## config.mk

```make
export PLATFORM = sky130hd
export DESIGN_NAME = cond_alu
export DESIGN_NICKNAME = d
export VERILOG_FILES = /design/src/rtl/cond_alu_pkg.sv /design/src/rtl/cond_alu_ctrl.sv /design/src/rtl/cond_alu_dp.sv /design/src/rtl/cond_alu.sv
export SDC_FILE = /design/constraint.sdc
export NUM_CORES = 1
export LEC_CHECK = 0
export CELL_PAD_IN_SITES_DETAIL_PLACEMENT = 0
export CELL_PAD_IN_SITES_GLOBAL_PLACEMENT = 1
export CORE_MARGIN = 8
export CORE_UTILIZATION = 25
export CTS_CLUSTER_DIAMETER = 120
export DETAILED_ROUTE_END_ITERATION = 6
export PLACE_DENSITY_LB_ADDON = 0.1
export SYNTH_ARGS = -nofsm -noshare
export SYNTH_HDL_FRONTEND = slang
export SYNTH_SLANG_ARGS = --single-unit
```

## constraint.sdc

```tcl
create_clock -name clk -period 10 [get_ports clk]
set_input_delay 3 -clock clk [delete_from_list [all_inputs] [get_ports clk]]
set_output_delay 3 -clock clk [all_outputs]
set_load 0.02 [all_outputs]
```

## src/rtl/cond_alu_pkg.sv

```systemverilog
package cond_alu_pkg;

  typedef enum logic [3:0] {
    OP_AND = 4'd0,
    OP_EOR = 4'd1,
    OP_SUB = 4'd2,
    OP_RSB = 4'd3,
    OP_ADD = 4'd4,
    OP_TST = 4'd5,
    OP_TEQ = 4'd6,
    OP_CMP = 4'd7,
    OP_CMN = 4'd8,
    OP_ORR = 4'd9,
    OP_MOV = 4'd10,
    OP_BIC = 4'd11,
    OP_MVN = 4'd12,
    OP_RS13 = 4'd13,
    OP_RS14 = 4'd14,
    OP_RS15 = 4'd15
  } aluOp_e;

  typedef enum logic [2:0] {
    LG_AND = 3'd0,
    LG_EOR = 3'd1,
    LG_ORR = 3'd2,
    LG_BIC = 3'd3,
    LG_PASSB = 3'd4,
    LG_NOTB = 3'd5
  } logicSel_e;

  localparam int FLAG_N = 3;
  localparam int FLAG_Z = 2;
  localparam int FLAG_C = 1;
  localparam int FLAG_V = 0;

  typedef struct packed {
    logic      condPass;
    logic      writeReg;
    logic      setFlags;
    logic      useArith;
    logic      swapOps;
    logic      invSecond;
    logic      carryIn;
    logicSel_e logicSel;
  } ctrlStrobe_t;

endpackage

```

## src/rtl/cond_alu_ctrl.sv

```systemverilog
module cond_alu_ctrl
  import cond_alu_pkg::*;
(
  input  logic [3:0]  opCode,
  input  logic [3:0]  condCode,
  input  logic        setFlagsBit,
  input  logic [3:0]  flagsIn,
  output ctrlStrobe_t strobes
);

  logic nF, zF, cF, vF;
  logic condOk;
  logic isDefined, isCompare;
  aluOp_e op;

  assign nF = flagsIn[FLAG_N];
  assign zF = flagsIn[FLAG_Z];
  assign cF = flagsIn[FLAG_C];
  assign vF = flagsIn[FLAG_V];
  assign op = aluOp_e'(opCode);

  always_comb begin
    unique case (condCode)
      4'd0:    condOk = zF;
      4'd1:    condOk = !zF;
      4'd2:    condOk = cF;
      4'd3:    condOk = !cF;
      4'd4:    condOk = nF;
      4'd5:    condOk = !nF;
      4'd6:    condOk = vF;
      4'd7:    condOk = !vF;
      4'd8:    condOk = cF && !zF;
      4'd9:    condOk = !cF || zF;
      4'd10:   condOk = (nF == vF);
      4'd11:   condOk = (nF != vF);
      4'd12:   condOk = !zF && (nF == vF);
      4'd13:   condOk = zF || (nF != vF);
      4'd14:   condOk = 1'b1;
      default: condOk = 1'b0;
    endcase
  end

  always_comb begin
    isDefined = 1'b1;
    isCompare = 1'b0;
    strobes.useArith  = 1'b0;
    strobes.swapOps   = 1'b0;
    strobes.invSecond = 1'b0;
    strobes.carryIn   = 1'b0;
    strobes.logicSel  = LG_AND;
    unique case (op)
      OP_AND: strobes.logicSel = LG_AND;
      OP_EOR: strobes.logicSel = LG_EOR;
      OP_ORR: strobes.logicSel = LG_ORR;
      OP_BIC: strobes.logicSel = LG_BIC;
      OP_MOV: strobes.logicSel = LG_PASSB;
      OP_MVN: strobes.logicSel = LG_NOTB;
      OP_TST: begin strobes.logicSel = LG_AND; isCompare = 1'b1; end
      OP_TEQ: begin strobes.logicSel = LG_EOR; isCompare = 1'b1; end
      OP_ADD: strobes.useArith = 1'b1;
      OP_CMN: begin strobes.useArith = 1'b1; isCompare = 1'b1; end
      OP_SUB, OP_CMP: begin
        strobes.useArith  = 1'b1;
        strobes.invSecond = 1'b1;
        strobes.carryIn   = 1'b1;
        isCompare = (op == OP_CMP);
      end
      OP_RSB: begin
        strobes.useArith  = 1'b1;
        strobes.swapOps   = 1'b1;
        strobes.invSecond = 1'b1;
        strobes.carryIn   = 1'b1;
      end
      default: isDefined = 1'b0;
    endcase
    strobes.condPass = condOk;
    strobes.writeReg = condOk && isDefined && !isCompare;
    strobes.setFlags = condOk && isDefined && (setFlagsBit || isCompare);
  end

endmodule

```

## src/rtl/cond_alu_dp.sv

```systemverilog
module cond_alu_dp
  import cond_alu_pkg::*;
#(
  parameter int DATA_W = 32
) (
  input  ctrlStrobe_t        strobes,
  input  logic [DATA_W-1:0]  operandA,
  input  logic [DATA_W-1:0]  operandB,
  input  logic               shiftCarry,
  input  logic [3:0]         flagsIn,
  output logic [DATA_W-1:0]  result,
  output logic [3:0]         dpFlags
);

  localparam int MSB = DATA_W - 1;

  logic [DATA_W-1:0] addX, addY, logicVal;
  logic [DATA_W:0]   sumWide;
  logic              addCarry, addOvf;

  assign addX = strobes.swapOps ? operandB : operandA;
  assign addY = (strobes.swapOps ? operandA : operandB) ^ {DATA_W{strobes.invSecond}};
  assign sumWide = {1'b0, addX} + {1'b0, addY} + {{DATA_W{1'b0}}, strobes.carryIn};
  assign addCarry = sumWide[DATA_W];
  assign addOvf = (addX[MSB] == addY[MSB]) && (sumWide[MSB] != addX[MSB]);

  always_comb begin
    unique case (strobes.logicSel)
      LG_AND:   logicVal = operandA & operandB;
      LG_EOR:   logicVal = operandA ^ operandB;
      LG_ORR:   logicVal = operandA | operandB;
      LG_BIC:   logicVal = operandA & ~operandB;
      LG_PASSB: logicVal = operandB;
      LG_NOTB:  logicVal = ~operandB;
      default:  logicVal = '0;
    endcase
  end

  assign result = strobes.useArith ? sumWide[MSB:0] : logicVal;

  always_comb begin
    dpFlags[FLAG_N] = result[MSB];
    dpFlags[FLAG_Z] = (result == '0);
    dpFlags[FLAG_C] = strobes.useArith ? addCarry : shiftCarry;
    dpFlags[FLAG_V] = strobes.useArith ? addOvf : flagsIn[FLAG_V];
  end

endmodule

```

## src/rtl/cond_alu.sv

```systemverilog
module cond_alu
  import cond_alu_pkg::*;
#(
  parameter int DATA_W = 32
) (
  input  logic              clk,
  input  logic              rst_n,
  input  logic [3:0]        opCode,
  input  logic [3:0]        condCode,
  input  logic              setFlagsBit,
  input  logic [DATA_W-1:0] operandA,
  input  logic [DATA_W-1:0] operandB,
  input  logic              shiftCarry,
  input  logic [3:0]        flagsIn,
  output logic [DATA_W-1:0] resultOut,
  output logic              regWrite,
  output logic [3:0]        flagsOut
);

  ctrlStrobe_t       strobes;
  logic [DATA_W-1:0] dpResult;
  logic [3:0]        dpFlags;

  cond_alu_ctrl u_ctrl (
    .opCode      (opCode),
    .condCode    (condCode),
    .setFlagsBit (setFlagsBit),
    .flagsIn     (flagsIn),
    .strobes     (strobes)
  );

  cond_alu_dp #(.DATA_W(DATA_W)) u_dp (
    .strobes    (strobes),
    .operandA   (operandA),
    .operandB   (operandB),
    .shiftCarry (shiftCarry),
    .flagsIn    (flagsIn),
    .result     (dpResult),
    .dpFlags    (dpFlags)
  );

  always_ff @(posedge clk) begin
    if (!rst_n) begin
      resultOut <= '0;
      regWrite  <= 1'b0;
      flagsOut  <= 4'h0;
    end else begin
      resultOut <= dpResult;
      regWrite  <= strobes.writeReg;
      flagsOut  <= strobes.setFlags ? dpFlags : flagsIn;
    end
  end

  // failed condition leaves no trace
  p_cond_fail_bubble_r1: assert property (@(posedge clk) disable iff (!rst_n)
    !strobes.condPass |=> (!regWrite && flagsOut == $past(flagsIn)));

  // condition code 15 never executes
  p_cond_never_r10: assert property (@(posedge clk) disable iff (!rst_n)
    (condCode == 4'd15) |=> (!regWrite && flagsOut == $past(flagsIn)));

  // compare and test operations never write
  p_cmp_no_write_r8: assert property (@(posedge clk) disable iff (!rst_n)
    (opCode inside {4'd5, 4'd6, 4'd7, 4'd8}) |=> !regWrite);

  // without S, non-compare ops keep flags
  p_no_s_keeps_flags_r8: assert property (@(posedge clk) disable iff (!rst_n)
    (!setFlagsBit && !(opCode inside {4'd5, 4'd6, 4'd7, 4'd8})) |=> flagsOut == $past(flagsIn));

  // undefined operations have no effect
  p_undef_op_r9: assert property (@(posedge clk) disable iff (!rst_n)
    (opCode >= 4'd13) |=> (!regWrite && flagsOut == $past(flagsIn)));

  // N and Z follow the registered result when flags update
  p_nz_match_r5: assert property (@(posedge clk) disable iff (!rst_n)
    strobes.setFlags |=> (flagsOut[FLAG_N] == resultOut[DATA_W-1] &&
                          flagsOut[FLAG_Z] == (resultOut == '0)));

  // logical ops keep V
  p_logic_keeps_v_r7: assert property (@(posedge clk) disable iff (!rst_n)
    (!strobes.useArith) |=> flagsOut[FLAG_V] == $past(flagsIn[FLAG_V]));

endmodule

```

==> metrics.txt, run 1 <==
status=completed; RSZ-0062 raised after global routing=false; Top FF cell, synth=dfxtp_1; total of hold buffers inserted after clock tree synthesis=0; Port-buffer cells=116; number of flops mapped to enable cells by yosys=0; minimum setup slack in the final design=1.84 ns; instance count along the most critical hold path=3; maxcap violations=0; worst setup timing slack at the placement stage=1.62 ns; final antenna-violating net count=0; most numerous cell types in the synthesized netlist=a21oi_1, nand2_1, o21ai_0, nor2_1, inv_1; antenna violations before repair=0; share of the yosys chip area belonging to registers=10.1%; post-detailed-placement cell area=8850 um^2; half-perimeter wire length after detailed placement=27100 um; netlist area before placement=7360 um^2; library cell with the highest instance count after synthesis=a21oi_1; post-DR wirelength/cell=22.1 um; area of all placed cells without fillers=9020 um^2; Worst Path Arrival=8.36 ns; total number of clock tree sinks=37; Area contributors post-synth=ha_1, dfxtp_1, a21oi_1, o21ai_0, nand2_1; worst-margin pin slew=0.995 ns; number of core rows=63; count of final setup violators=0; # IOs=117; proportion of register bits with asynchronous set or reset after synthesis=0%; number of global-route vias before repair=8396; max-slew violations=0; clock tree from TritonCTS=built; number of distinct standard cells referenced by the synthesized netlist=74; cell leakage power=3.71 nW; power density normalized to cell area=109 nW/um^2; startpoint of the tightest hold check path=shiftCarry; worst slew margin relative to its limit=33.1%; count of mapped cells out of synthesis=1123; critical path endpoint category=flop; area of the die=35200 um^2; fraction of layout instances using a drive strength above 1=5.05%; Inserted Diodes=0; maximum number of buffers from clock root to sink=2; hold violation total from the final report=0; flip-flop and latch count after synthesis=37; Initial DRC Count=575; final clock period utilization by the worst path=81.6%; data required time of the worst path=10.20 ns; Via density=5.51; Net Count, Synth=1267; placeable core region=29300 um^2; Via Count=8685; Fin Setup TNS=0 ns; DR pass1 iterations=6; Avg Synthesized Cell Area=6.55 um^2; type of the setup path with the least slack=in2reg; final core utilization=30.8%; largest net degree at the start of global routing=54; IR drop worst, VDD=52.5 uV; number of clock buffers inserted by TritonCTS=5; biggest area consumer among synthesized cells=ha_1; DRC violation count after routing=0; growth of design area from synthesis to finish=22.7%; area share of the leading cell type in the synthesized netlist=10.7%; library cell used as clock root buffer=clkbuf_16; minimum clock period after layout=8.16 ns; vertical die dimension=188 um; Hold Path End=flagsOut[1]; total power=0.000987 W; number of warnings issued by yosys=0; width of the die=188 um; starting density of the core=25.1%; global-route wire length before repair=53300 um; remaining global-route overflow=0; # H-tree levels=2; clock transition at the registers of the reported paths=0.06 ns; Max Freq=123 MHz; RD Place Congestion=0.904; type of origin of the critical path=input port; number of cells upsized or downsized after cts=0; Post-CTS Setup Repair Bufs=0; detailed-route wire length=34800 um; Global Route Usage Sum=19.1%; worst min path class=in2reg; peak fanout along the critical path=41; Final nets=1330
## worst max-delay path by stage
| stage | start | to | slack (ns) | cells after the start |
|---|---|---|---|---|
| global placement | opCode[3] | flagsOut[2] | 1.74 | 16 |
| finish | opCode[3] | flagsOut[2] | 1.84 | 16 |
| CTS | opCode[3] | flagsOut[2] | 1.90 | 16 |
| floorplan | opCode[2] | flagsOut[2] | 2.85 | 19 |
| global route | opCode[0] | flagsOut[2] | 1.46 | 18 |
| detailed placement | opCode[0] | flagsOut[2] | 1.62 | 18 |
## logic make-up after synthesis
logic type / after synthesis / synth area share (%)
simple gates: 349 / 22.1
buf+inv: 159 / 8.66
mux: 17 / 2.45
xor+xnor: 63 / 7.50
flops: 37 / 10.1
fa+ha+maj: 64 / 11.0
compound gates: 434 / 38.2
## registers in the layout (all words and copies together) (netlist names)
signal,count
flagsOut,4
regWrite,1
resultOut,32
## power breakdown
group	switching [W]	total [W]	internal, W
Sequential	0.00000518	0.000171	0.000166
Clock	0.0000633	0.000181	0.000118
Combinational	0.000386	0.000634	0.000248
Total	0.000455	0.000987	0.000532
## metrics by stage
stage	hold WS, ns	std cells
3_5_place_dp	3.65	1569
2_1_floorplan	3.14	1123
5_1_grt	3.40	1577
4_1_cts	3.35	1577
6_report	3.36	1577
3_3_place_gp	3.67	1569
## layout make-up
type	instances	area (um^2)
Fill cell	3230	20300
Multi-Input combinational cell	927	6010
Timing Repair Buffer	142	1340
Sequential cell	37	741
Tap cell	390	488
Inverter	73	274
Clock buffer	5	125
Clock inverter	3	46.3
## critical path, cell delays in order
cell	delay, ns
clkdlybuf4s50_1	0.77
nand4bb_4	0.51
mux2i_1	0.16
or2_2	0.34
fa_1	0.47
a21o_1	0.22
a221oi_2	0.45
nor3_1	0.17
o311ai_1	0.72
a21oi_1	0.24
a221oi_1	0.39
xnor2_1	0.09
o21ai_0	0.25
o21ai_0	0.16
nand4b_1	0.22
o31ai_2	0.18
## layout by cell type (no fill, tap or decap), types with 10 or more instances in the layout
cell and count:
a221oi_1 10, nor3_1 22, nor2_1 105, nand2_1 121, ha_1 63, xor2_1 13, xnor2_1 50, o21ai_0 114
a21oi_1 126, a211oi_1 19, mux2i_1 12, a21o_1 17, nand3_1 13, a22oi_1 19, buf_4 26, inv_1 73
o22ai_1 20, o221ai_1 11, and2_1 17, a221o_1 11, nand2b_1 14, clkdlybuf4s50_1 113, nor2b_1 14, dfxtp_1 37
## metal layers
layer,GRT usage (%),routed length [um]
met1,27.7,17000
met2,30.3,15500
met3,1.80,1860
met4,3.39,477
met5,0,0
(Power assumes the default switching activity.)
==> inputs of run 2 (changes only) <==
==> constraint.sdc (replaced) <==
create_clock -name clk -period 7.8 [get_ports clk]
set_input_delay 2.34 -clock clk [delete_from_list [all_inputs] [get_ports clk]]
set_output_delay 2.34 -clock clk [all_outputs]
set_load 0.02 [all_outputs]
==> metrics.txt, run 2 (synthesized netlist as in run 1, its figures left out) <==
status=completed; combined flip-flop and latch cell area=741 um^2 (unchanged); Initial DRC Count=675 (+17%); number of cells upsized or downsized after cts=0 (unchanged); clock tree from TritonCTS=built; detailed-route wire length=34900 um (+0.24%); final antenna-violating net count=0 (unchanged); hold violation total from the final report=0 (unchanged); capture point of the worst path=flagsOut[2]; type of origin of the critical path=input port; library cell used as clock root buffer=clkbuf_16; RD Place Congestion=0.885 (-2.1%); worst-margin pin slew=1.04 ns (+0.0403 ns); launch point of the critical path=opCode[3]; vertical die dimension=188 um (unchanged); Port-buffer cells=116 (unchanged); met2 layer usage reported by global route=29.4% (-0.89 points); largest registers=resultOut: 32 flops, flagsOut: 4 flops, regWrite: 1 flops; number of global-route vias before repair=8176 (-2.6%); minimum setup slack in the final design=0.768 ns (-1.07 ns); Max Freq=142 MHz; data required time of the worst path=8.00 ns (-2.20 ns); type of the setup path with the least slack=in2reg; DRC violation count after routing=0 (unchanged); DR pass1 iterations=5 (-1); starting density of the core=25.1% (unchanged); cell leakage power=3.76 nW (+1.4%); largest net degree at the start of global routing=53 (-1.9%); worst min path class=in2reg; maxcap violations=0 (unchanged); half-perimeter wire length after detailed placement=27400 um (+1.0%); antenna violations before repair=1 (+1); flip-flop count of the largest register after layout=32 (unchanged); leading cell type in the layout, fill and taps excluded=a21oi_1; commonest non-fill, non-tap cells in the layout=a21oi_1, nand2_1, o21ai_0; # H-tree levels=2 (unchanged); total of hold buffers inserted after clock tree synthesis=0 (unchanged); critical path endpoint category=flop; worst slew margin relative to its limit=30.2% (-2.9 points); remaining global-route overflow=0 (unchanged); met3 track demand over resource in global routing=3.14% (+1.3 points); growth of design area from synthesis to finish=23.8%; post-DR wirelength/cell=22.0 um (-0.33%); minimum clock period after layout=7.03 ns; max-slew violations=0 (unchanged); total number of clock tree sinks=37 (unchanged); width of the die=188 um (unchanged); clock transition at the registers of the reported paths=0.06 ns (about the same); peak fanout along the critical path=10 (-76%); Global Route Usage Sum=18.9% (-0.21 points); maximum number of buffers from clock root to sink=2 (unchanged); power density normalized to cell area=142 nW/um^2 (+30%); worst hold slack=2.70 ns (-0.665 ns); multi-input logic area=6010 um^2 (unchanged); Via Count=8647 (-0.44%); # IOs=117 (unchanged); top register by number of flip-flops=resultOut; number of core rows=63 (unchanged); Worst Path Arrival=7.23 ns (-1.13 ns); fraction of layout instances using a drive strength above 1=5.69% (+0.64 points); global-route wire length before repair=52200 um (-2.1%); met1 global-route usage=27.0% (-0.64 points); Fin Setup TNS=0 ns (unchanged); number of clock buffers inserted by TritonCTS=5 (unchanged); Via density=5.45 (-1.0%); RSZ-0062 raised after global routing=false; area of the die=35200 um^2 (unchanged); count of final setup violators=0 (unchanged); Post-CTS Setup Repair Bufs=0 (unchanged); placeable core region=29300 um^2 (unchanged); final clock period utilization by the worst path=90.2%; IR drop worst, VDD=102 uV (+94%); Final nets=1338 (+0.60%); Top Usage Layer GRT=met2; worst setup timing slack at the placement stage=0.580 ns (-1.04 ns); fillcell total=3268 (+1.2%)
-- run 2: cell types whose count changed in the layout (fill, tap and decap cells not counted), sizes merged --
cell | before | now
diode | 0 | 1
clkinvlp | 1 | 0
buf | 29 | 37
bufinv | 1 | 2
-- run 2: per-stage QoR --
step | utilization (%) | area, um^2 | cells | total power, W
3_5_place_dp | 30.4 | 8910 | 1577 | 0.00103
2_1_floorplan | - | 7360 | 1123 | 0.000728
6_report | 31.0 | 9100 | 1586 | 0.00130
5_1_grt | 31.0 | 9100 | 1585 | 0.00138
4_1_cts | 31.0 | 9100 | 1585 | 0.00129
3_3_place_gp | 30.4 | 8910 | 1577 | 0.00104
-- run 2: cell type report --
class                           instances  area share (%)
Multi-Input combinational cell        927            66.0
Tap cell                              390            5.36
Timing Repair Buffer                  150            15.4
Sequential cell                        37            8.14
Clock buffer                            5            1.37
Clock inverter                          3           0.715
Inverter                               73            3.01
Antenna cell                            1          0.0275
-- run 2: critical path: stages --
cell and delay [ns]:
clkdlybuf4s50_1 0.49, nand2b_1 0.21, nor3_2 0.16, buf_4 0.23, xnor2_1 0.14, a21oi_1 0.11
fa_1 0.44, a21o_1 0.22, a221oi_2 0.43, nor3_1 0.17, o31ai_1 0.31, nor4b_1 0.30
a211oi_1 0.11, a2111oi_0 0.73, nand4_1 0.23, a2111oi_2 0.27, nand4b_1 0.15, o31ai_2 0.19
-- run 2: routing by layer --
layer / up-vias / part of all wire (%)
li1: 4220 / -
met1: 4105 / 49
met2: 291 / 44
met3: 29 / 6.0
met4: 2 / 1.1
met5: - / 0.029
-- run 2: worst min-delay path by stage --
stage	start	endpoint	slack (ns)	cells after the start
2_1_floorplan	flagsIn[0]	flagsOut[0]	2.48	2
3_5_place_dp	opCode[2]	regWrite	2.97	5
4_1_cts	opCode[2]	regWrite	2.68	5
3_3_place_gp	opCode[2]	regWrite	2.96	5
6_report	opCode[2]	regWrite	2.70	5
5_1_grt	opCode[2]	regWrite	2.74	5
-- run 2: report_power, final --
| part | total (W) | switching, W | leakage [nW] | internal [W] |
|---|---|---|---|---|
| logic | 0.000821 | 0.000500 | 3.36 | 0.000321 |
| clock network | 0.000255 | 0.0000728 | 0.0938 | 0.000182 |
| registers | 0.000219 | 0.00000671 | 0.308 | 0.000213 |
